### config.mk
export PLATFORM = sky130hd
export DESIGN_NAME = ser_window_monitor
export DESIGN_NICKNAME = d
export VERILOG_FILES = /design/src/rtl/ser_mon_pkg.sv /design/src/rtl/cw_window_counter.sv /design/src/rtl/err_accumulator.sv /design/src/rtl/hold_timer.sv /design/src/rtl/ser_window_monitor.sv
export SDC_FILE = /design/constraint.sdc
export NUM_CORES = 1
export LEC_CHECK = 0
export BUFFER_PORTS_ARGS = -buffer_cell sky130_fd_sc_hd__buf_2
export CELL_PAD_IN_SITES_DETAIL_PLACEMENT = 0
export CELL_PAD_IN_SITES_GLOBAL_PLACEMENT = 2
export CORE_MARGIN = 4
export CORE_UTILIZATION = 39
export CTS_BUF_LIST = sky130_fd_sc_hd__clkbuf_2
export DETAILED_ROUTE_END_ITERATION = 6
export HOLD_SLACK_MARGIN = 0.1
export PLACE_DENSITY = 0.93
export SLEW_MARGIN = 15
export SYNTH_ARGS = -nofsm -noshare
export SYNTH_HDL_FRONTEND = slang
export SYNTH_SLANG_ARGS = --single-unit
### constraint.sdc
create_clock -name clk -period 2.8 [get_ports clk]
set_clock_uncertainty 0.05 [all_clocks]
set_input_delay 0.28 -clock clk [delete_from_list [all_inputs] [get_ports clk]]
set_output_delay 0.28 -clock clk [all_outputs]
set_load 0.01 [all_outputs]
### src/rtl/ser_mon_pkg.sv
// Package: shared sub-mode codes and the monitoring-enable decode.
// Assumes the sub-mode is carried as a 2-bit code, values 0..3.
package ser_mon_pkg;

    typedef enum logic [1:0] {
        SM_CORRECT_MARK = 2'd0,
        SM_MARK_ONLY    = 2'd1,
        SM_RAW_PASS     = 2'd2,
        SM_CORRECT_ONLY = 2'd3
    } sub_mode_e;

    // True for the sub-modes that never mark bad codewords.
    function automatic logic monitor_active(input logic [1:0] mode);
        return (mode == SM_RAW_PASS) || (mode == SM_CORRECT_ONLY);
    endfunction

endpackage

### src/rtl/cw_window_counter.sv
// Counts accepted codewords and flags the one that closes a window.
// Assumes WIN_CW >= 1; clr has priority over counting.
module cw_window_counter #(
    parameter int WIN_CW = 8192
) (
    input  logic clk,
    input  logic rst_n,
    input  logic clr,
    input  logic cw_valid,
    output logic win_last
);

    generate
        if (WIN_CW > 1) begin : g_cnt
            localparam int CNT_W = $clog2(WIN_CW);
            localparam logic [CNT_W-1:0] LAST_POS = CNT_W'(WIN_CW - 1);
            logic [CNT_W-1:0] pos_q;

            // Track the position of the next codeword within the window.
            always_ff @(posedge clk) begin
                if (!rst_n || clr) begin
                    pos_q <= '0;
                end else if (cw_valid) begin
                    pos_q <= (pos_q == LAST_POS) ? '0 : pos_q + 1'b1;
                end
            end

            assign win_last = cw_valid && (pos_q == LAST_POS);
        end else begin : g_single
            // Every codeword is a window of its own.
            assign win_last = cw_valid;
        end
    endgenerate

endmodule

### src/rtl/err_accumulator.sv
// Saturating sum of symbol errors over one window.
// Provides the total including the current codeword; restart empties the sum.
module err_accumulator #(
    parameter int ERR_W = 4,
    parameter int ACC_W = 9
) (
    input  logic             clk,
    input  logic             rst_n,
    input  logic             clr,
    input  logic             add_en,
    input  logic [ERR_W-1:0] add_val,
    input  logic             restart,
    output logic [ACC_W-1:0] sum_next
);

    localparam int SUM_W = ((ACC_W > ERR_W) ? ACC_W : ERR_W) + 1;
    localparam logic [SUM_W-1:0] SAT_MAX = SUM_W'((64'd1 << ACC_W) - 1);

    logic [ACC_W-1:0] acc_q;
    logic [SUM_W-1:0] wide_sum;

    // Widen, add and clamp at the accumulator's top value.
    always_comb begin
        wide_sum = SUM_W'(acc_q) + (add_en ? SUM_W'(add_val) : '0);
        sum_next = (wide_sum > SAT_MAX) ? '1 : wide_sum[ACC_W-1:0];
    end

    // Hold the running total; empty it on window close or clear.
    always_ff @(posedge clk) begin
        if (!rst_n || clr) begin
            acc_q <= '0;
        end else if (restart) begin
            acc_q <= '0;
        end else if (add_en) begin
            acc_q <= sum_next;
        end
    end

endmodule

### src/rtl/hold_timer.sv
// Keeps 'active' high for HOLD_CYC cycles after the last load.
// Assumes HOLD_CYC >= 1; load restarts a running hold; clr wins over load.
module hold_timer #(
    parameter int HOLD_CYC = 20_000_000
) (
    input  logic clk,
    input  logic rst_n,
    input  logic clr,
    input  logic load,
    output logic active
);

    localparam int TMR_W = (HOLD_CYC > 1) ? $clog2(HOLD_CYC) : 1;
    localparam logic [TMR_W-1:0] RELOAD = TMR_W'(HOLD_CYC - 1);

    logic [TMR_W-1:0] left_q;
    logic             act_q;

    // Load, count down, and drop the flag when the count is spent.
    always_ff @(posedge clk) begin
        if (!rst_n || clr) begin
            left_q <= '0;
            act_q  <= 1'b0;
        end else if (load) begin
            left_q <= RELOAD;
            act_q  <= 1'b1;
        end else if (act_q) begin
            if (left_q == '0) begin
                act_q <= 1'b0;
            end else begin
                left_q <= left_q - 1'b1;
            end
        end
    end

    assign active = act_q;

endmodule

### src/rtl/ser_window_monitor.sv
// Top: windowed symbol-error monitor for the non-marking decoder sub-modes.
// Assumes one cw_valid strobe per decoded codeword and a stable sub_mode
// between changes; any cycle outside monitoring sub-modes clears all state.
module ser_window_monitor
    import ser_mon_pkg::*;
#(
    parameter int WIN_CW    = 8192,
    parameter int ERR_LIMIT = 417,
    parameter int HOLD_CYC  = 20_000_000,
    parameter int ERR_W     = 4
) (
    input  logic             clk,
    input  logic             rst_n,
    input  logic             cw_valid,
    input  logic [ERR_W-1:0] cw_err_cnt,
    input  logic [1:0]       sub_mode,
    output logic             high_ser,
    output logic             force_corrupt
);

    localparam int ACC_W = $clog2(ERR_LIMIT + 2);
    localparam logic [ACC_W-1:0] LIMIT_V = ACC_W'(ERR_LIMIT);

    logic             mon_en;
    logic             cw_take;
    logic             win_last;
    logic [ACC_W-1:0] win_sum;
    logic             win_trip;
    logic             hold_on;

    // Decode whether this sub-mode needs monitoring.
    always_comb begin
        mon_en  = monitor_active(sub_mode);
        cw_take = mon_en && cw_valid;
    end

    cw_window_counter #(
        .WIN_CW (WIN_CW)
    ) u_win (
        .clk      (clk),
        .rst_n    (rst_n),
        .clr      (!mon_en),
        .cw_valid (cw_take),
        .win_last (win_last)
    );

    err_accumulator #(
        .ERR_W (ERR_W),
        .ACC_W (ACC_W)
    ) u_acc (
        .clk      (clk),
        .rst_n    (rst_n),
        .clr      (!mon_en),
        .add_en   (cw_take),
        .add_val  (cw_err_cnt),
        .restart  (win_last),
        .sum_next (win_sum)
    );

    // Compare the closing window's total with the threshold.
    always_comb begin
        win_trip = win_last && (win_sum > LIMIT_V);
    end

    hold_timer #(
        .HOLD_CYC (HOLD_CYC)
    ) u_hold (
        .clk    (clk),
        .rst_n  (rst_n),
        .clr    (!mon_en),
        .load   (win_trip),
        .active (hold_on)
    );

    // Drive the flag and gate the corruption enable with the sub-mode.
    always_comb begin
        high_ser      = hold_on;
        force_corrupt = hold_on && mon_en;
    end

endmodule

* Word-level counts from Yosys, hierarchy flattened
Index checks and enable logic that the tools add are counted.
** Storage, ports and cells
- Bits in registers :: 48
- Bits of input ports :: 9
- Output and inout port bits :: 2
- Word-level logic and storage cells :: 38
** Cells by class
- $add $sub $neg :: 3
- $lt $le $gt $ge :: 2
- Equality and inequality tests :: 4
- Mux-type cells :: 9
- Bitwise logic cells :: 1
- Reduce and logical (&&, ||, !) cells :: 14
** Operators by type and width (number)
- 25-bit two-way mux :: 3
- 25-bit zero test :: 1
- 25-bit by 1-bit subtractor with 25-bit output (second input constant) :: 1
- 13-bit by 1-bit adder with 13-bit output (second input constant) :: 1
- 13-bit == test (second input constant) :: 1
- 13-bit two-way mux :: 1
- 9-bit by 10-bit adder with 10-bit output :: 1
- 10-bit by 9-bit > comparator with 1-bit output (second input constant) :: 1
- 9-bit > comparator (second input constant) :: 1
- 9-bit two-way mux :: 1
- 2-bit == test (second input constant) :: 2
- 1-bit logical AND :: 4
- 4-bit two-way mux :: 1
- 2-bit AND reduction :: 2
- 2-bit OR reduction :: 2
- 1-bit two-way mux :: 3
- 1-bit zero test :: 2
- 1-bit logical OR :: 2
- 2-bit by 1-bit != test with 1-bit output (second input constant) :: 1
- 2-bit nonzero test :: 1
- 1-bit NOT :: 1

* Logic depth before layout (Yosys ltp)
Gate-level depths: netlist of the first run.
- Word-level depth :: 11
- Mapped depth :: 10
- Depth with buffers taken out :: 9

* Hierarchy
A second synthesis of the first run with hierarchy kept.
** Second synthesis, totals
- Cells, all modules :: 308
- Area total of the unflattened synthesis :: 2731.4 µm²
** Modules (own cells, without submodules)
- hold_timer :: instances 1, cells an instance 146, area an instance 1347.5 µm², sequential area each 520.5 µm²
- err_accumulator :: instances 1, cells an instance 89, area an instance 754.5 µm², sequential area each 180.2 µm²
- cw_window_counter :: instances 1, cells an instance 66, area an instance 590.6 µm², sequential area each 260.2 µm²
- ser_window_monitor :: instances 1, cells an instance 7, area an instance 38.8 µm², sequential area each 0.0 µm²

* Worst setup path before layout of the first run
Ideal clock, no wire load.
- Path type :: in2reg
- From :: input port cw_err_cnt[0]
- To :: register u_hold.left_q[12]
- Library setup time :: 0.150 ns
- Arrival :: 2.422 ns
- Data required time :: 2.600 ns
- Path slack :: 0.179 ns
- Stages on the path :: 9
- Path buffers :: 0
- Path through :: and3_1 ha_1 fa_1 a211oi_1 nor3_1 o221ai_1 a211oi_1 nor4b_2 nor3_1
** On the way
- Longest elaborated chain between the ends :: 7
** Ends and longest elaborated chain
- start, declared :: RTL line ser_window_monitor.sv:15 : input logic [ERR_W-1:0] cw_err_cnt,
- 4-bit two-way mux (*) :: RTL line err_accumulator.sv:24 : wide_sum = SUM_W'(acc_q) + (add_en ? SUM_W'(add_val) : '0);
- 9-bit by 10-bit adder with 10-bit output (*) :: RTL line err_accumulator.sv:24
- 10-bit by 9-bit > comparator with 1-bit output :: RTL line err_accumulator.sv:25 : sum_next = (wide_sum > SAT_MAX) ? '1 : wide_sum[ACC_W-1:0];
- 9-bit two-way mux (*) :: RTL line err_accumulator.sv:25
- 9-bit > comparator (*) :: RTL line ser_window_monitor.sv:62 : win_trip = win_last && (win_sum > LIMIT_V);
- 1-bit logical AND (*) :: RTL line ser_window_monitor.sv:62
- 2-bit OR reduction (no source line) (*)
- end signal, assigned :: RTL line hold_timer.sv:31 : left_q <= left_q - 1'b1;
- end, declared :: RTL line hold_timer.sv:16 : logic [TMR_W-1:0] left_q;
Mark *: on every way between the ends. The rest lies on a longest branch, timed or not.
A chain may end at the register's enable or synchronous reset.

* Worst setup path after layout of the first run
- From :: register u_acc.acc_q[0]
- To :: register u_hold.left_q[24]
** On the way
- Longest elaborated chain between the ends :: 7
- Elaborated cells between the ends (all ways) :: 9
- Classes of those cells :: add/sub (1); order compare (2); eq/ne (1); mux (2); reduce/logical (3)
** Ends and longest elaborated chain
- start, declared :: RTL line err_accumulator.sv:19 : logic [ACC_W-1:0] acc_q;
- start signal, assigned :: RTL line err_accumulator.sv:35 : acc_q <= sum_next;
- 9-bit by 10-bit adder with 10-bit output (*) :: RTL line err_accumulator.sv:24
- 10-bit by 9-bit > comparator with 1-bit output :: RTL line err_accumulator.sv:25
- 9-bit two-way mux (*) :: RTL line err_accumulator.sv:25
- 9-bit > comparator (*) :: RTL line ser_window_monitor.sv:62
- 1-bit logical AND (*) :: RTL line ser_window_monitor.sv:62
- 2-bit by 1-bit != test with 1-bit output (no source line) / 2-bit nonzero test (equally long branches)
- 2-bit AND reduction (no source line)
Marked as above.

==> results of run 1 <==
-- cell usage in the layout, fill, tap and decap left out, types with 2 or more instances in the layout --
cell type / netlist / routed
o31ai_1: 3 / 3
or3_1: 3 / 3
a21oi_1: 11 / 11
nor3b_1: 3 / 2
o311ai_0: 2 / 2
and3_1: 5 / 5
clkbuf_2: 0 / 5
nand3_1: 6 / 6
a211oi_2: 0 / 3
inv_1: 5 / 5
nor3_1: 28 / 27
xor2_1: 13 / 13
nand2_1: 26 / 26
or4_1: 3 / 3
xnor2_1: 21 / 21
a311oi_1: 2 / 2
or2_2: 2 / 2
o21ba_2: 2 / 2
or4_4: 2 / 2
o21ai_1: 3 / 4
mux2i_1: 2 / 2
buf_2: 1 / 9
nor4_1: 8 / 8
o21ai_0: 19 / 18
nor2_1: 40 / 40
buf_4: 0 / 29
and2_1: 2 / 2
dfxtp_1: 48 / 48
ha_1: 6 / 6
nor3_2: 1 / 2
nand4_1: 6 / 6
-- worst paths after layout --
path                        from                    end  slack [ns]
setup / recovery  u_acc.acc_q[0]      u_hold.left_q[24]        0.17
hold reg to reg   u_acc.acc_q[2]         u_acc.acc_q[2]        0.43
hold / removal             rst_n  u_win.g_cnt.pos_q[10]        0.21
setup reg to reg  u_acc.acc_q[0]      u_hold.left_q[24]        0.17
-- Yosys cell counts, drive strengths merged --
cell type	n
nand4	6
buf	4
o221ai	1
xnor2	21
and2	2
o311ai	2
o31ai	3
o21ba	2
clkbuf	5
o21ai	22
a21o	1
o211ai	1
nand3	6
nand2	26
nor2	40
or4	5
nor3	30
mux2	2
a21oi	11
fa	1
nand4bb	1
or4b	1
mux2i	2
nor4b	2
nand3b	1
and3	5
a41o	1
dfxtp	48
and4	1
o22ai	1
ha	6
a211oi	4
nor3b	3
or2	2
xor2	13
nor4	9
or2b	1
inv	5
nand2b	1
or3	4
a311oi	2
-- per-stage QoR --
step           total power, mW  setup slack [ns]
2_1_floorplan           0.7354            0.1786
4_1_cts                  1.049           0.03849
5_1_grt                  1.093           0.01368
3_3_place_gp            0.7625           -0.3503
6_report                 1.038            0.1687
3_5_place_dp            0.7620           -0.3989
-- metal layers --
metal / GRT usage (%) / wire length, µm
met3: 3.318 / 118
met5: 0 / 0
met1: 19.96 / 2690
met2: 25.37 / 2612
met4: 3.654 / 46
-- power breakdown --
group | total, mW | internal (mW) | switching, mW
Clock | 0.288 | 0.0611 | 0.226
Sequential | 0.690 | 0.688 | 0.00176
Combinational | 0.0605 | 0.0258 | 0.0347
Total | 1.04 | 0.775 | 0.263
-- sequential cells by signal (all words and copies together) (netlist names) --
name,count
u_acc.acc_q,9
u_hold.active,1
u_hold.left_q,25
u_win.g_cnt.pos_q,13
-- logic make-up (layout without fill, tap and decap cells) --
family	after synthesis	after routing	share of synthesized area, %
buffers and inverters	14	51	2.691
adders and majority gates	7	7	3.718
AOI/OAI and AO/OA	51	51	12.23
DFF	48	48	37.57
and+or+nand+nor	146	146	30.48
xor gates and xnor gates	34	34	11.64
muxes	4	4	1.663
-- area by class of cell --
cell class | instances | area (µm²) | area share [%]
inverters | 5 | 18.77 | 0.6378
flip-flops and latches | 48 | 960.9 | 32.65
multi-input cells | 242 | 1562 | 53.06
clock inverters | 3 | 17.52 | 0.5952
repair buffers | 38 | 262.8 | 8.929
well taps | 77 | 96.34 | 3.274
clock buffers | 5 | 25.02 | 0.8503
-- critical path, stage by stage, from the launching register on --
cell      delay (ns)
dfxtp_1         0.36
ha_1            0.23
fa_1            0.41
a211oi_2        0.23
nor3_1          0.08
o221ai_1        0.20
a211oi_2        0.13
buf_4           0.15
or4_4           0.62
o21ai_0         0.13
-- what timing repair did --
item	in CTS	in global routing
setup buffers	0	0
endpoints found under the setup margin	10	26
pin swaps	0	1
resized for setup	2	5
==> results.yml, run 1 <==
status:
  outcome: "complete, no violations"
worst_setup_path:
  crit_path_end_kind: "register"
  start_kind: "register"
  cp.required_ns: 3.11
  cp_max_fo: 16
  worstSetupPathType: "register to register"
  cp.arrival_ns: 2.94
  ff2ff_path_depth: 9
finish:
  nets: 356
  nFillCells: 662
  final_cell_area_um2: 2943
  final_util_pct: 46.34
  area_growth_pct: 15.07
  drive_gt1_share_pct: 18.77
  n_antenna_cell: 0
  stdcell_count: 418
sta:
  worst_slew_pin_slew_ns: 0.6375
  rsz0062_at_grt: "no"
  layout_min_cycle_time_ns: 2.631
  drv_slew: 0
  hold_violations: 0
  post-route-period-util_pct: 93.98
  max_slew_margin_pct: 57.11
  finalSetupViolCount: 0
  totalNegativeSetupSlack_ns: 0
  hold_ws_ns: 0.2103
  max_freq_ghz: 0.3800
floorplanning:
  fp-row-count: 29
  start_util_pct: 40.28
  die_h_um: 88.98
  ios: 11
  die_x_um: 88.98
  coreArea_um2: 6350
  die-area_um2: 7917
clocking:
  cts_tree: "built"
  clk_path_buf_depth: 2
  ctsHoldBuffers: 0
  clock_sinks: 48
  cts-buffers-inserted: 5
  root_buffer: "clkbuf_2"
  h-tree-depth: 2
  clk_latency_ns: 0.43
  path_clk_slew_ns: 0.25
detailed_routing:
  wl_per_cell_um: 13.08
  drt_first_pass_iters: 4
  drc_errors: 0
  drt_iter0_drc: 81
  num_vias: 2220
  wl_um: 5468
  ant_nets: 0
  via_per_inst: 5.311
worst_hold_path:
  hold_path.class: "primary input to register"
  min_path_cells: 3
logic_synthesis:
  synthCells: 304
  avgSynthCellArea_um2: 8.413
  netlist_area_um2: 2557
  yosysWarnings: 0
  synth_fp_nets: 320
  yosysTopAreaCellShare_pct: 37.57
  ys_ff_latch: 48
  ys_seq_area_share_pct: 37.57
  synth.distinct_cells: 51
  yosysTopAreaCell: "dfxtp_1"
  ys_top_cells_by_area: "dfxtp_1, xnor2_1, nor2_1"
flow_run:
  timing.max_cap.violations: 0
placement:
  gp_congestion: 0.8138
  placed_cell_area_um2: 2867
  dp.cells: 410
  io_buffers: 9
  hpwl_um: 3975
power_and_ir_drop:
  ir_drop_v: 0.0002224
  powerDensity_nw_per_um2: 352.7
  p_leak_nw: 1.087
global_route:
  grt_pass1_wl_um: 9666
  grt-ovfl-total: 0
  grt_start_max_net_pins: 27
  grt_antenna_before_repair: 0
  grt_pass1_vias: 2134
  grt_util_all_layers_pct: 15.16
(Power assumes the default switching activity.)
==> run 2, diff against run 1 <==
--- a/config.mk
+++ b/config.mk
@@ -13,7 +13,7 @@
 export CTS_BUF_LIST = sky130_fd_sc_hd__clkbuf_2
 export DETAILED_ROUTE_END_ITERATION = 6
 export HOLD_SLACK_MARGIN = 0.1
-export PLACE_DENSITY = 0.93
+export PLACE_DENSITY_LB_ADDON = 0.12
 export SLEW_MARGIN = 15
 export SYNTH_ARGS = -nofsm -noshare
 export SYNTH_HDL_FRONTEND = slang
==> run 2 against run 1 <==
  * Fmax barely moved
  * Worst hold slack improved by 0.014 ns
  * Routed wire length rose by 5.0%
  * Critical path depth rose by 2
  * Combinational power rose by 7.1%
  * Setup slack improved by 0.0013 ns
  * First-iteration DRC count fell by 30%
  * Clock power barely moved
  * Global-route usage rose by 1.2 points
  * Power rose by 0.54%
  * Design area rose by 2.3%
  * Die area did not move
  * Critical path type unchanged
  * Highest routed layer unchanged
==> results.yml, run 2 (synthesized netlist as in run 1, its figures left out) <==
finish:
  largest_register_ffs: 25
  area_growth_pct: 17.71
  multi_input_area_um2: 1546
  final_util_pct: 47.41
  drive_gt1_share_pct: 20.45
  final_common_cell: "dfxtp_1"
  stdcell_count: 429
  n_antenna_cell: 0
  layout_common_cells: "dfxtp_1, nor2_1, buf_4, nor3_1, nand2_1"
  regArea_um2: 960.9
  nets: 367
  nFillCells: 653
  largest_register: "u_hold.left_q"
  top_regs: "u_hold.left_q: 25 flops, u_win.g_cnt.pos_q: 13 flops, u_acc.acc_q: 9 flops"
detailed_routing:
  ant_nets: 0
  via_per_inst: 5.210
  drt_iter0_drc: 57
  wl_met1_um: 2774
  drt_first_pass_iters: 4
  wl_um: 5740
  dr_wl_met2_um: 2845
  wl_met3_um: 88
  num_vias: 2235
  wl_per_cell_um: 13.38
  top_layer: "met4"
  drc_errors: 0
clocking:
  cts_tree: "built"
  clk_path_buf_depth: 2
  root_buffer: "clkbuf_2"
  path_clk_slew_ns: 0.26
  h-tree-depth: 2
  clk_latency_ns: 0.42
  cts-buffers-inserted: 5
  clock_sinks: 48
power_and_ir_drop:
  sequentialPowerShare_pct: 66.1
  power.share.combinational_pct: 6.2
  ir_drop_v: 0.0001593
  p_total_mw: 1.043
  p_int_uw: 778.0
  p_leak_nw: 1.138
  pwr-share-clk_pct: 27.7
  power_switching_uw: 265.4
  switching_share_pct: 25.44
  powerDensity_nw_per_um2: 346.6
floorplanning:
  die_h_um: 88.98
  start_util_pct: 40.28
  fp-row-count: 29
  ios: 11
  die_x_um: 88.98
  die-area_um2: 7917
  coreArea_um2: 6350
worst_setup_path:
  path_delay_family: "compound AO/OA/AOI/OAI gates"
  cp.required_ns: 3.12
  worstSetupPathType: "register to register"
  start_kind: "register"
  cp_cell_sequence: "ha_1 -> fa_1 -> buf_4 -> a21o_1 -> a211oi_1 -> o221ai_1 -> a211oi_2 -> buf_4 -> nor4b_4 -> buf_4 -> nor3_1"
  critPathSlowestCell: "fa_1"
  path_buf_inv: 3
  crit_path_end_kind: "register"
  slowest_delay_ns: 0.41
  cp_max_fo: 5
  cp.arrival_ns: 2.95
  cp_common_cell: "buf_4"
sta:
  finalSetupViolCount: 0
  hold_violations: 0
  post-route-period-util_pct: 93.93
  max_slew_margin_pct: 59.58
  max_freq_ghz: 0.3802
  setup_slack_ns: 0.1700
  worst_slew_pin_slew_ns: 0.6007
  rsz0062_at_grt: "yes"
  drv_slew: 0
  layout_min_cycle_time_ns: 2.630
placement:
  dp.cells: 418
  hpwl_um: 4249
  io_buffers: 9
  gp_congestion: 0.7837
  dp_slack_ns: -0.3597
global_route:
  grt-ovfl-total: 0
  grt_start_max_net_pins: 19
  grt_pass1_wl_um: 10260
  grt_util_all_layers_pct: 16.32
  grt_pass1_vias: 2198
  grt_antenna_before_repair: 0
worst_hold_path:
  hold_path.class: "primary input to register"
status:
  outcome: "complete, no violations"
flow_run:
  timing.max_cap.violations: 0
==> run 2: cell types whose count changed in the layout (fill, tap and decap cells not counted), sizes merged <==
cell and delta:
buf +11
==> run 2: power by group through the flow <==
stage,clock (mW),sequential (mW),combinational (mW)
after floorplan,0,0.702,0.0336
after global placement,0,0.702,0.0649
after detailed placement,0,0.702,0.0651
after CTS,0.316,0.690,0.0660
after global routing,0.342,0.691,0.0727
final,0.289,0.690,0.0648
==> run 2: final timing paths <==
path                                to  depth (start not counted)  slack [ns]           start
hold / removal    u_win.g_cnt.pos_q[1]                          4        0.22        cw_valid
hold reg to reg         u_acc.acc_q[2]                          2        0.43  u_acc.acc_q[2]
setup reg to reg      u_hold.left_q[8]                         11        0.17  u_acc.acc_q[0]
setup / recovery      u_hold.left_q[8]                         11        0.17  u_acc.acc_q[0]
==> run 2: repair_timing <==
action                                  in CTS  in global routing
pin swaps                                    0                  2
resized for setup                            2                  2
setup buffers                                0                  3
endpoints found under the setup margin      10                 25
hold buffers                                 0                  0
==> run 2: per-stage QoR <==
stage          hold WS (ns)  instance area [µm²]  TNS [ns]
6_report             0.2241                 3010         0
2_1_floorplan        0.3816                 2557         0
5_1_grt              0.2166                 3010  -0.03490
3_5_place_dp         0.4113                 2927    -6.282
3_3_place_gp         0.3976                 2927    -5.748
4_1_cts              0.1863                 2983         0
==> run 2: cell type report <==
type | instances | area share (%)
multi-input combinational | 242 | 51.37
sequential | 48 | 31.92
timing repair buffer | 49 | 11.47
tap | 77 | 3.200
clock buffer | 5 | 0.8313
inverter | 5 | 0.6234
clock inverter | 3 | 0.5819
==> run 2: tightest hold or removal path, delay by kind of cell <==
kind / cells / cell delay, ns
and+or+nand+nor: 1 / 0.08
AOI/OAI and AO/OA: 1 / 0.07
buffers and inverters: 2 / 0.24
==> run 2: routing by layer <==
metal	track usage (%)	vias to the layer above
met5	0	-
li1	-	1184
met3	3.041	2
met1	20.78	1033
met2	28.27	16
met4	4.465	0
